`src/rtl/spc_pkg.sv`:
```
package spc_pkg;

    typedef enum logic [1:0] {
        PH_IDLE   = 2'd0,
        PH_COARSE = 2'd1,
        PH_FINE   = 2'd2,
        PH_LATE   = 2'd3
    } phase_e;

    typedef enum logic [1:0] {
        PS_DIV1 = 2'd0,
        PS_DIV4 = 2'd1,
        PS_DIV6 = 2'd2,
        PS_ALT1 = 2'd3
    } ps_sel_e;

    localparam int unsigned PS_CW = 3;

endpackage

```
`src/rtl/spc_tick_div.sv`:
```
module spc_tick_div #(
    parameter  int unsigned DIV = 20,
    localparam int unsigned CW  = (DIV > 1) ? $clog2(DIV) : 1
) (
    input  logic          clk_i,
    input  logic          rst_i,
    input  logic          clear_i,
    output logic          tick_o,
    output logic [CW-1:0] phase_o
);

    localparam logic [CW-1:0] LAST = CW'(DIV - 1);

    typedef struct packed {
        logic [CW-1:0] cnt;
    } div_state_t;

    div_state_t st_d, st_q;

    always_comb begin
        st_d = st_q;
        if (clear_i || st_q.cnt == LAST) begin
            st_d.cnt = '0;
        end else begin
            st_d.cnt = st_q.cnt + CW'(1);
        end
    end

    always_ff @(posedge clk_i) begin
        if (rst_i) begin
            st_q <= '0;
        end else begin
            st_q <= st_d;
        end
    end

    assign tick_o  = (st_q.cnt == LAST);
    assign phase_o = st_q.cnt;

endmodule

```
`src/rtl/spc_prescale.sv`:
```
module spc_prescale
    import spc_pkg::*;
(
    input  logic       clk_i,
    input  logic       rst_i,
    input  logic       fb_i,
    input  logic [1:0] sel_i,
    output logic       meas_o
);

    typedef struct packed {
        logic             fb;
        logic [PS_CW-1:0] cnt;
    } ps_state_t;

    ps_state_t       st_d, st_q;
    logic            rise;
    logic [PS_CW-1:0] last_idx;

    always_comb begin
        case (ps_sel_e'(sel_i))
            PS_DIV4: last_idx = PS_CW'(3);
            PS_DIV6: last_idx = PS_CW'(5);
            default: last_idx = '0;
        endcase
    end

    assign rise   = fb_i && !st_q.fb;
    assign meas_o = rise && (st_q.cnt >= last_idx);

    always_comb begin
        st_d    = st_q;
        st_d.fb = fb_i;
        if (meas_o) begin
            st_d.cnt = '0;
        end else if (rise) begin
            st_d.cnt = st_q.cnt + PS_CW'(1);
        end
    end

    always_ff @(posedge clk_i) begin
        if (rst_i) begin
            st_q <= '0;
        end else begin
            st_q <= st_d;
        end
    end

    assert_count_cap_R7: assert property (@(posedge clk_i) disable iff (rst_i)
        st_q.cnt <= PS_CW'(5));

    assert_single_div_R7: assert property (@(posedge clk_i) disable iff (rst_i)
        (rise && (sel_i == 2'd0 || sel_i == 2'd3)) |-> meas_o);

endmodule

```
`src/rtl/spc_ref_cmp.sv`:
```
module spc_ref_cmp
    import spc_pkg::*;
#(
    parameter  int unsigned COARSE_DIV = 320,
    parameter  int unsigned FINE_DIV   = 20,
    parameter  int unsigned CRS_W      = 6,
    parameter  int unsigned FIN_W      = 5,
    localparam int unsigned LIM_MAX    = ((1 << FIN_W) - 1) * FINE_DIV,
    localparam int unsigned DW         = $clog2(LIM_MAX + 1),
    localparam int unsigned CSW        = (COARSE_DIV > 1) ? $clog2(COARSE_DIV) : 1,
    localparam int unsigned FSW        = (FINE_DIV > 1) ? $clog2(FINE_DIV) : 1
) (
    input  logic             clk_i,
    input  logic             rst_i,
    input  logic             meas_i,
    input  logic [CRS_W-1:0] coarse_i,
    input  logic [FIN_W-1:0] fine_i,
    output logic             late_o,
    output logic             early_o
);

    typedef struct packed {
        phase_e           phase;
        logic [CRS_W-1:0] ccnt;
        logic [FIN_W-1:0] fcnt;
        logic [DW-1:0]    dn_left;
    } cmp_state_t;

    cmp_state_t st_d, st_q;

    logic           ctick, ftick;
    logic [CSW-1:0] csub;
    logic [FSW-1:0] fsub;
    logic           fine_clr;
    logic           fine_start, late_start;
    logic           coarse_last, fine_last;
    logic [DW-1:0]  lim, elapsed, rem;

    spc_tick_div #(.DIV(COARSE_DIV)) u_coarse_div (
        .clk_i   (clk_i),
        .rst_i   (rst_i),
        .clear_i (meas_i),
        .tick_o  (ctick),
        .phase_o (csub)
    );

    spc_tick_div #(.DIV(FINE_DIV)) u_fine_div (
        .clk_i   (clk_i),
        .rst_i   (rst_i),
        .clear_i (fine_clr),
        .tick_o  (ftick),
        .phase_o (fsub)
    );

    assign fine_clr = meas_i || fine_start || late_start;

    always_comb begin
        lim         = DW'(fine_i) * DW'(FINE_DIV);
        elapsed     = DW'(st_q.fcnt) * DW'(FINE_DIV) + DW'(fsub);
        rem         = (elapsed + DW'(1) >= lim) ? '0 : (lim - elapsed - DW'(1));
        coarse_last = ctick && ({1'b0, st_q.ccnt} + (CRS_W+1)'(1) >= {1'b0, coarse_i});
        fine_last   = ftick && ({1'b0, st_q.fcnt} + (FIN_W+1)'(1) >= {1'b0, fine_i});
    end

    always_comb begin
        st_d       = st_q;
        fine_start = 1'b0;
        late_start = 1'b0;

        if (st_q.dn_left != '0) begin
            st_d.dn_left = st_q.dn_left - DW'(1);
        end

        case (st_q.phase)
            PH_COARSE: begin
                if (ctick) begin
                    st_d.ccnt = st_q.ccnt + CRS_W'(1);
                end
                if (coarse_last) begin
                    st_d.fcnt = '0;
                    if (fine_i != '0) begin
                        st_d.phase = PH_FINE;
                        fine_start = 1'b1;
                    end else begin
                        st_d.phase = PH_IDLE;
                    end
                end
            end
            PH_FINE: begin
                if (ftick) begin
                    st_d.fcnt = st_q.fcnt + FIN_W'(1);
                end
                if (fine_last || fine_i == '0) begin
                    st_d.fcnt  = '0;
                    st_d.phase = (fine_i != '0) ? PH_LATE : PH_IDLE;
                    late_start = 1'b1;
                end
            end
            PH_LATE: begin
                if (ftick) begin
                    st_d.fcnt = st_q.fcnt + FIN_W'(1);
                end
                if (fine_last || fine_i == '0) begin
                    st_d.fcnt  = '0;
                    st_d.phase = PH_IDLE;
                end
            end
            default: ;
        endcase

        if (meas_i) begin
            if (st_q.phase == PH_COARSE) begin
                st_d.dn_left = lim;
            end else if (st_q.phase == PH_FINE) begin
                st_d.dn_left = rem;
            end
            st_d.ccnt = '0;
            st_d.fcnt = '0;
            if (coarse_i != '0) begin
                st_d.phase = PH_COARSE;
            end else if (fine_i != '0) begin
                st_d.phase = PH_FINE;
            end else begin
                st_d.phase = PH_IDLE;
            end
        end
    end

    always_ff @(posedge clk_i) begin
        if (rst_i) begin
            st_q <= '{phase: PH_IDLE, ccnt: '0, fcnt: '0, dn_left: '0};
        end else begin
            st_q <= st_d;
        end
    end

    assign late_o  = (st_q.phase == PH_LATE);
    assign early_o = (st_q.dn_left != '0);

    assert_dn_after_edge_R3: assert property (@(posedge clk_i) disable iff (rst_i)
        $rose(early_o) |-> $past(meas_i));

    assert_up_ends_on_edge_R4: assert property (@(posedge clk_i) disable iff (rst_i)
        (late_o && meas_i) |=> !late_o);

    assert_fine_only_R10: assert property (@(posedge clk_i) disable iff (rst_i)
        (meas_i && coarse_i == '0 && fine_i != '0) |=> st_q.phase == PH_FINE);

    assert_coarse_tick_range_R2: assert property (@(posedge clk_i) disable iff (rst_i)
        csub <= CSW'(COARSE_DIV - 1));

endmodule

```
`src/rtl/speed_period_cmp.sv`:
```
module speed_period_cmp #(
    parameter int unsigned COARSE_DIV = 320,
    parameter int unsigned FINE_DIV   = 20,
    parameter int unsigned CRS_W      = 6,
    parameter int unsigned FIN_W      = 5
) (
    input  logic             clk_i,
    input  logic             rst_i,
    input  logic             fb_i,
    input  logic [CRS_W-1:0] coarse_i,
    input  logic [FIN_W-1:0] fine_i,
    input  logic [1:0]       ps_sel_i,
    input  logic             force_up_i,
    input  logic             force_dn_i,
    output logic             up_o,
    output logic             dn_o
);

    logic meas;
    logic late, early;

    spc_prescale u_prescale (
        .clk_i  (clk_i),
        .rst_i  (rst_i),
        .fb_i   (fb_i),
        .sel_i  (ps_sel_i),
        .meas_o (meas)
    );

    spc_ref_cmp #(
        .COARSE_DIV (COARSE_DIV),
        .FINE_DIV   (FINE_DIV),
        .CRS_W      (CRS_W),
        .FIN_W      (FIN_W)
    ) u_ref_cmp (
        .clk_i    (clk_i),
        .rst_i    (rst_i),
        .meas_i   (meas),
        .coarse_i (coarse_i),
        .fine_i   (fine_i),
        .late_o   (late),
        .early_o  (early)
    );

    assign up_o = force_up_i || (!force_dn_i && late && !early);
    assign dn_o = !force_up_i && (force_dn_i || early);

    assert_exclusive_R9: assert property (@(posedge clk_i) disable iff (rst_i)
        !(up_o && dn_o));

    assert_force_src_R8: assert property (@(posedge clk_i) disable iff (rst_i)
        force_up_i |-> (up_o && !dn_o));

    assert_force_snk_R8: assert property (@(posedge clk_i) disable iff (rst_i)
        (force_dn_i && !force_up_i) |-> (dn_o && !up_o));

endmodule

```
`config.mk`:
```
export PLATFORM = sky130hd
export DESIGN_NAME = speed_period_cmp
export DESIGN_NICKNAME = d
export VERILOG_FILES = /design/src/rtl/spc_pkg.sv /design/src/rtl/spc_tick_div.sv /design/src/rtl/spc_prescale.sv /design/src/rtl/spc_ref_cmp.sv /design/src/rtl/speed_period_cmp.sv
export SDC_FILE = /design/constraint.sdc
export NUM_CORES = 1
export LEC_CHECK = 0
export ABC_CLOCK_PERIOD_IN_PS = 4800
export CORE_MARGIN = 2
export CORE_UTILIZATION = 35
export DETAILED_ROUTE_END_ITERATION = 10
export DONT_BUFFER_PORTS = 1
export PLACE_DENSITY_LB_ADDON = 0.08
export SYNTH_ARGS = -nofsm -noshare
export SYNTH_HDL_FRONTEND = slang
export SYNTH_SLANG_ARGS = --single-unit
```
`constraint.sdc`:
```
create_clock -name clk_i -period 4.8 [get_ports clk_i]
set_input_delay 0.96 -clock clk_i [delete_from_list [all_inputs] [get_ports clk_i]]
set_output_delay 0.96 -clock clk_i [all_outputs]
set_load 0.01 [all_outputs]
```
# After elaboration in Yosys (flattened, before gate mapping)
# Index checks and enable logic that the tools add are counted.
# W data, S select, Z words.
dict set report word_totals {
  regBits 41
  input_bits 18
  out_inout_bits 2
  elab_cells 93
}
dict set report op_classes {
  n_addsub 12
  mul 2
  order_cmp 4
  n_eq_ne 12
  mux 24
  n_reduce_logical 31
}
# cell n
set ops {}
lappend ops {{$mux W10} 4}
lappend ops {{$mux W23} 1}
lappend ops {{$sub A10 B1 Y10 const B} 2}
lappend ops {{$mul A5 B3 Y8 const B} 2}
lappend ops {{$mux W5} 3}
lappend ops {{$mux W2} 6}
lappend ops {{$mux W6} 2}
lappend ops {{$ne A3 B1 Y1 const B} 4}
lappend ops {{$add A10 B1 Y10 const B} 1}
lappend ops {{$add A10 B5 Y10} 1}
lappend ops {{$add A5 B1 Y5 const B} 2}
lappend ops {{$ge A10 B10 Y1} 1}
lappend ops {{$pmux W5 S2} 1}
lappend ops {{$reduce_bool A10 Y1} 1}
lappend ops {{$sub A10 B10 Y10} 1}
lappend ops {{$add A9 B1 Y9 const B} 1}
lappend ops {{$eq A9 B9 Y1 const B} 1}
lappend ops {{$reduce_or A2 Y1} 4}
lappend ops {{$add A6 B1 Y7 const B} 1}
lappend ops {{$ge A7 B6 Y1} 1}
lappend ops {{$logic_and A1 B1 Y1} 7}
lappend ops {{$logic_or A1 B1 Y1} 7}
lappend ops {{$add A5 B1 Y6 const B} 1}
lappend ops {{$add A6 B1 Y6 const B} 1}
lappend ops {{19 further kinds} 29}

# Logic depth before layout (Yosys ltp)
dict set report logic_depth {
  depth_word 9
  ltp_mapped 17
  mapped_depth_nobuf 17
}

# By module
# A second synthesis with hierarchy kept.
dict set report hier_totals {
  cells_unflattened 482
  area_unflattened_um2 3901.2
}
# module n_inst cells_per_inst area_each_um2 seq_area_each_um2
set modules_own_cells {}
lappend modules_own_cells {spc_ref_cmp 1 374 2939.1 460.4}
lappend modules_own_cells {{spc_tick_div (u_ref_cmp.u_coarse_div)} 1 49 426.7 180.2}
lappend modules_own_cells {spc_prescale 1 37 322.8 80.1}
lappend modules_own_cells {{spc_tick_div (u_ref_cmp.u_fine_div)} 1 19 195.2 100.1}
lappend modules_own_cells {speed_period_cmp 1 3 17.5 0.0}

# Least setup slack after synthesis
# OpenSTA, ideal clock, no wires.
dict set report synth_path {
  path_type {register to register}
  startpoint {register u_ref_cmp.st_q[13] in the netlist's numbering}
  endpoint {register u_ref_cmp.st_q[6] in the netlist's numbering}
  setup_time_ps 136
  t_arrival_ps 3393
  t_required_ps 4664
  slack_ps 1271
  stages_incl_launch_ff 15
  n_path_buf 0
  synth_period_minus_slack_ps 3529
  path_cell_list {dfxtp_1 -> ha_1 -> ha_1 -> fa_1 -> xor2_1 -> or3_1 -> nor2_1 -> nand2_1 -> xnor2_1 -> ha_1 -> o2111ai_1 -> o31ai_1 -> nor2_4 -> a22oi_1 -> o32ai_1}
}
dict set report synth_between {
  elab_chain_len 8
  word_cells_on_any_way 10
  classes_between {4 x add/sub; 1 x mul; 1 x order compare; 4 x mux}
}
# element line
set synth_rtl {}
lappend synth_rtl {{start: declaration} spc_ref_cmp.sv:29} ;# cmp_state_t st_d, st_q;
lappend synth_rtl {{start signal: assignment} spc_ref_cmp.sv:131} ;# st_q <= '{phase: PH_IDLE, ccnt: '0, fcnt: '0, dn_left: '0};
lappend synth_rtl {{start signal: assignment} spc_ref_cmp.sv:133} ;# st_q <= st_d;
lappend synth_rtl {{$mul A5 B3 Y8 (*)} spc_ref_cmp.sv:59} ;# elapsed = DW'(st_q.fcnt) * DW'(FINE_DIV) + DW'(fsub);
lappend synth_rtl {{$add A10 B5 Y10 (*)} spc_ref_cmp.sv:59}
lappend synth_rtl {{$sub A10 B10 Y10 or $add A10 B1 Y10 (tied branches)} spc_ref_cmp.sv:60} ;# rem = (elapsed + DW'(1) >= lim) ? '0 : (lim - elapsed - DW'(1));
lappend synth_rtl {{$sub A10 B1 Y10 or $ge A10 B10 Y1 (tied branches)} spc_ref_cmp.sv:60}
lappend synth_rtl {{$mux W10 (*)} spc_ref_cmp.sv:60}
lappend synth_rtl {{$mux W10 (*)} spc_ref_cmp.sv:114} ;# end else if (st_q.phase == PH_FINE) begin
lappend synth_rtl {{$mux W10 (*)} spc_ref_cmp.sv:112} ;# if (st_q.phase == PH_COARSE) begin
lappend synth_rtl {{$mux W23 (*)} spc_ref_cmp.sv:111} ;# if (meas_i) begin
# Every way passes the cells marked *; elsewhere a longest branch is shown, timed or not.
# A chain may end at the register's enable or synchronous reset.

# Worst setup path in the final report
dict set report layout_path {
  startpoint {register u_ref_cmp.st_q[13] in the netlist's numbering}
  endpoint {register u_ref_cmp.st_q[7] in the netlist's numbering}
}
# The elaborated chain is that of the path after synthesis.

==> metrics.txt <==
status complete, no violations; Routed Antenna Nets 0; CTS H-tree depth 2; Detailed Place HPWL 6590 µm; detailed-route wire length 8220 µm; most frequent cells after synthesis 57 x ha_1, 48 x inv_1, 42 x nor2_1, 41 x dfxtp_1, 30 x xnor2_1; Adder-Cell Fraction of Synth Area 22.1%; initial core utilization 35.5%; Compound-Gate Fraction of Synth Area 18.6%; DR DRC count 0; CORE AREA 10100 µm²; clock skew 0.00703 ns; post-CTS setup buffer count 0; Primary FF master, synth dfxtp_1; CTS Buf Count 5; Post-synth EDFFs 0; Max Slew Vio Count 0; dpl cells 564; pin count of the biggest net entering global routing 21; syn nets 515; Via density 5.01; crit path time final 3.91 ns; first-pass detailed-route iteration total 4; setup tns final 0 ns; simple-gate portion of the synthesized area 17.9%; die height 105 µm; die extent in x 105 µm; initial antenna violation count 0; Leak 1.70 nW; post-synthesis mux area share 0.557%; wire length per cell 14.4 µm; crit-path max FO 8; hold_buf cts 0; Worst-Margin Slew 0.747 ns; library cells used by synthesis 55; clock sink count 41; vias 2866; crit path kind flop to flop; area added between synthesis and finish 7.72%; final layout net count 514; cell count after synthesis 436; Congestion Overflow GR 0; Worst setup EP type flop; post-synthesis sequential area ratio 22.8%; # setup viols final 0; row count 37; share of layout cells above drive strength 1 4.36%; period utilization 81.4%; Die ar. 11100 µm²; Max Freq 256 MHz; pwr dens 342 nW/µm²; Max IR drop VDD 120 µV; Warnings, synthesis 0; # port buffers 0; ys async rst share 0%; vias in the first global route 2816; RSZ-0062 raised after global routing false; Top Ports 20; xor/xnor share of the synthesized area 12.2%; GRT Overall Usage 15.6%; syn avg cell area 8.25 µm²; HP Class flop to flop; Initial DRC Count 151; Slew headroom 50.2%; main combinational cell family by area after synthesis adder cells; clk_lat worst skew 0.30 ns; FF-to-FF path depth 14; Worst EP arrival 4.07 ns; CP startpoint kind flop; cts repair resizes 0; first-pass GRT wire length 14100 µm; routability cong. 0.793; # diodes 0; Hold Fails Final Rpt 0; Final Non-Filler Cells 572; clock slew seen by the registers of the worst setup and hold paths 0.09 ns; Clock Tree Root clkbuf_8; Area contributors post-synth dfxtp_1 23%, ha_1 20%, xnor2_1 7.3%, inv_1 5.0%, xor2_1 4.9%; Required @ worst endpoint 4.97 ns; most frequent cell after synthesis ha_1; Min-Delay Path Depth 1; cell taking the most area after synthesis dfxtp_1; CTS tree built; Yosys reg bits 41; Bufs on Longest Clock Path 2; synthesized cell area 3600 µm²; post-synth top area share 22.8%; Max Cap Violations 0
-- worst max-delay path: stages, from the launching register on --
cell and delay [ns]:
dfxtp_1 0.52, ha_1 0.30, ha_1 0.23, fa_1 0.49, xor2_1 0.23, or3_1 0.35, nor2_1 0.14, nand2_1 0.08
xnor2_1 0.13, ha_1 0.31, o2111ai_1 0.12, o31ai_1 0.46, nor2_4 0.11, a22oi_1 0.20, o32ai_1 0.11
-- routing by layer --
layer	part of all wire, %	wire length (µm)	GRT usage [%]	vias up
li1	-	-	-	1525
met1	52	4240	21.8	1306
met5	0	0	0	-
met4	0.82	67	3.14	0
met2	45	3710	25.5	29
met3	2.4	199	2.41	6
-- registers in the layout, summed over array words and instances (netlist names) --
register,count
u_prescale.st_q,4
u_ref_cmp.st_q,23
u_ref_cmp.u_coarse_div.phase_o,9
u_ref_cmp.u_fine_div.phase_o,5
-- layout make-up --
class / count / area [µm²]
multi-input cells: 339 / 2560
inverters: 48 / 180
clock inverters: 3 / 68.8
flip-flops and latches: 41 / 821
clock buffers: 5 / 68.8
fillers: 1062 / 6260
well taps: 136 / 170
-- per-stage QoR --
stage | hold slack, ns | setup WS (ns) | utilization (%) | area [µm²] | power (W)
after floorplan | 0.426 | 1.27 | - | 3600 | 0.000866
after global placement | 0.440 | 1.02 | 36.9 | 3740 | 0.000991
after detailed placement | 0.453 | 0.923 | 36.9 | 3740 | 0.000988
after CTS | 0.473 | 0.895 | 38.2 | 3870 | 0.00134
after global routing | 0.513 | 0.607 | 38.2 | 3870 | 0.00144
final | 0.470 | 0.894 | 38.2 | 3870 | 0.00132
-- where the power goes --
part	switching [W]	internal [W]	leakage, nW
logic	0.000321	0.000232	1.30
registers	0.0000432	0.000384	0.334
clock network	0.000134	0.000210	0.0687
-- logic make-up after synthesis --
kind of cell | count (synthesis)
AO/OA/AOI/OAI | 96
buffers and inverters | 56
flip-flops | 41
adder cells (fa/ha/maj) | 61
multiplexers | 2
AND/OR/NAND/NOR | 130
XOR/XNOR | 50
-- final timing paths --
path | slack (ns) | startpoint | end
setup / recovery | 0.89 | u_ref_cmp.st_q[13]$_SDFFE_PP0P_ | u_ref_cmp.st_q[7]$_SDFF_PP0_
hold / removal | 0.47 | u_ref_cmp.u_coarse_div.phase_o[0]$_SDFF_PP0_ | u_ref_cmp.u_coarse_div.phase_o[0]$_SDFF_PP0_
setup reg to reg | 0.89 | u_ref_cmp.st_q[13]$_SDFFE_PP0P_ | u_ref_cmp.st_q[7]$_SDFF_PP0_
hold reg to reg | 0.47 | u_ref_cmp.u_coarse_div.phase_o[0]$_SDFF_PP0_ | u_ref_cmp.u_coarse_div.phase_o[0]$_SDFF_PP0_
-- placed cells by master, fill, tap and decap left out, drive strengths merged, types with 6 or more instances in the layout --
master,count
a21o,14
a21oi,22
a22oi,6
dfxtp,41
ha,57
inv,49
nand2,26
nand2b,6
nand3,20
nor2,43
nor3,11
o21ai,15
o22ai,6
xnor2,30
xor2,20
No activity file was read; power rests on OpenSTA's default activity.
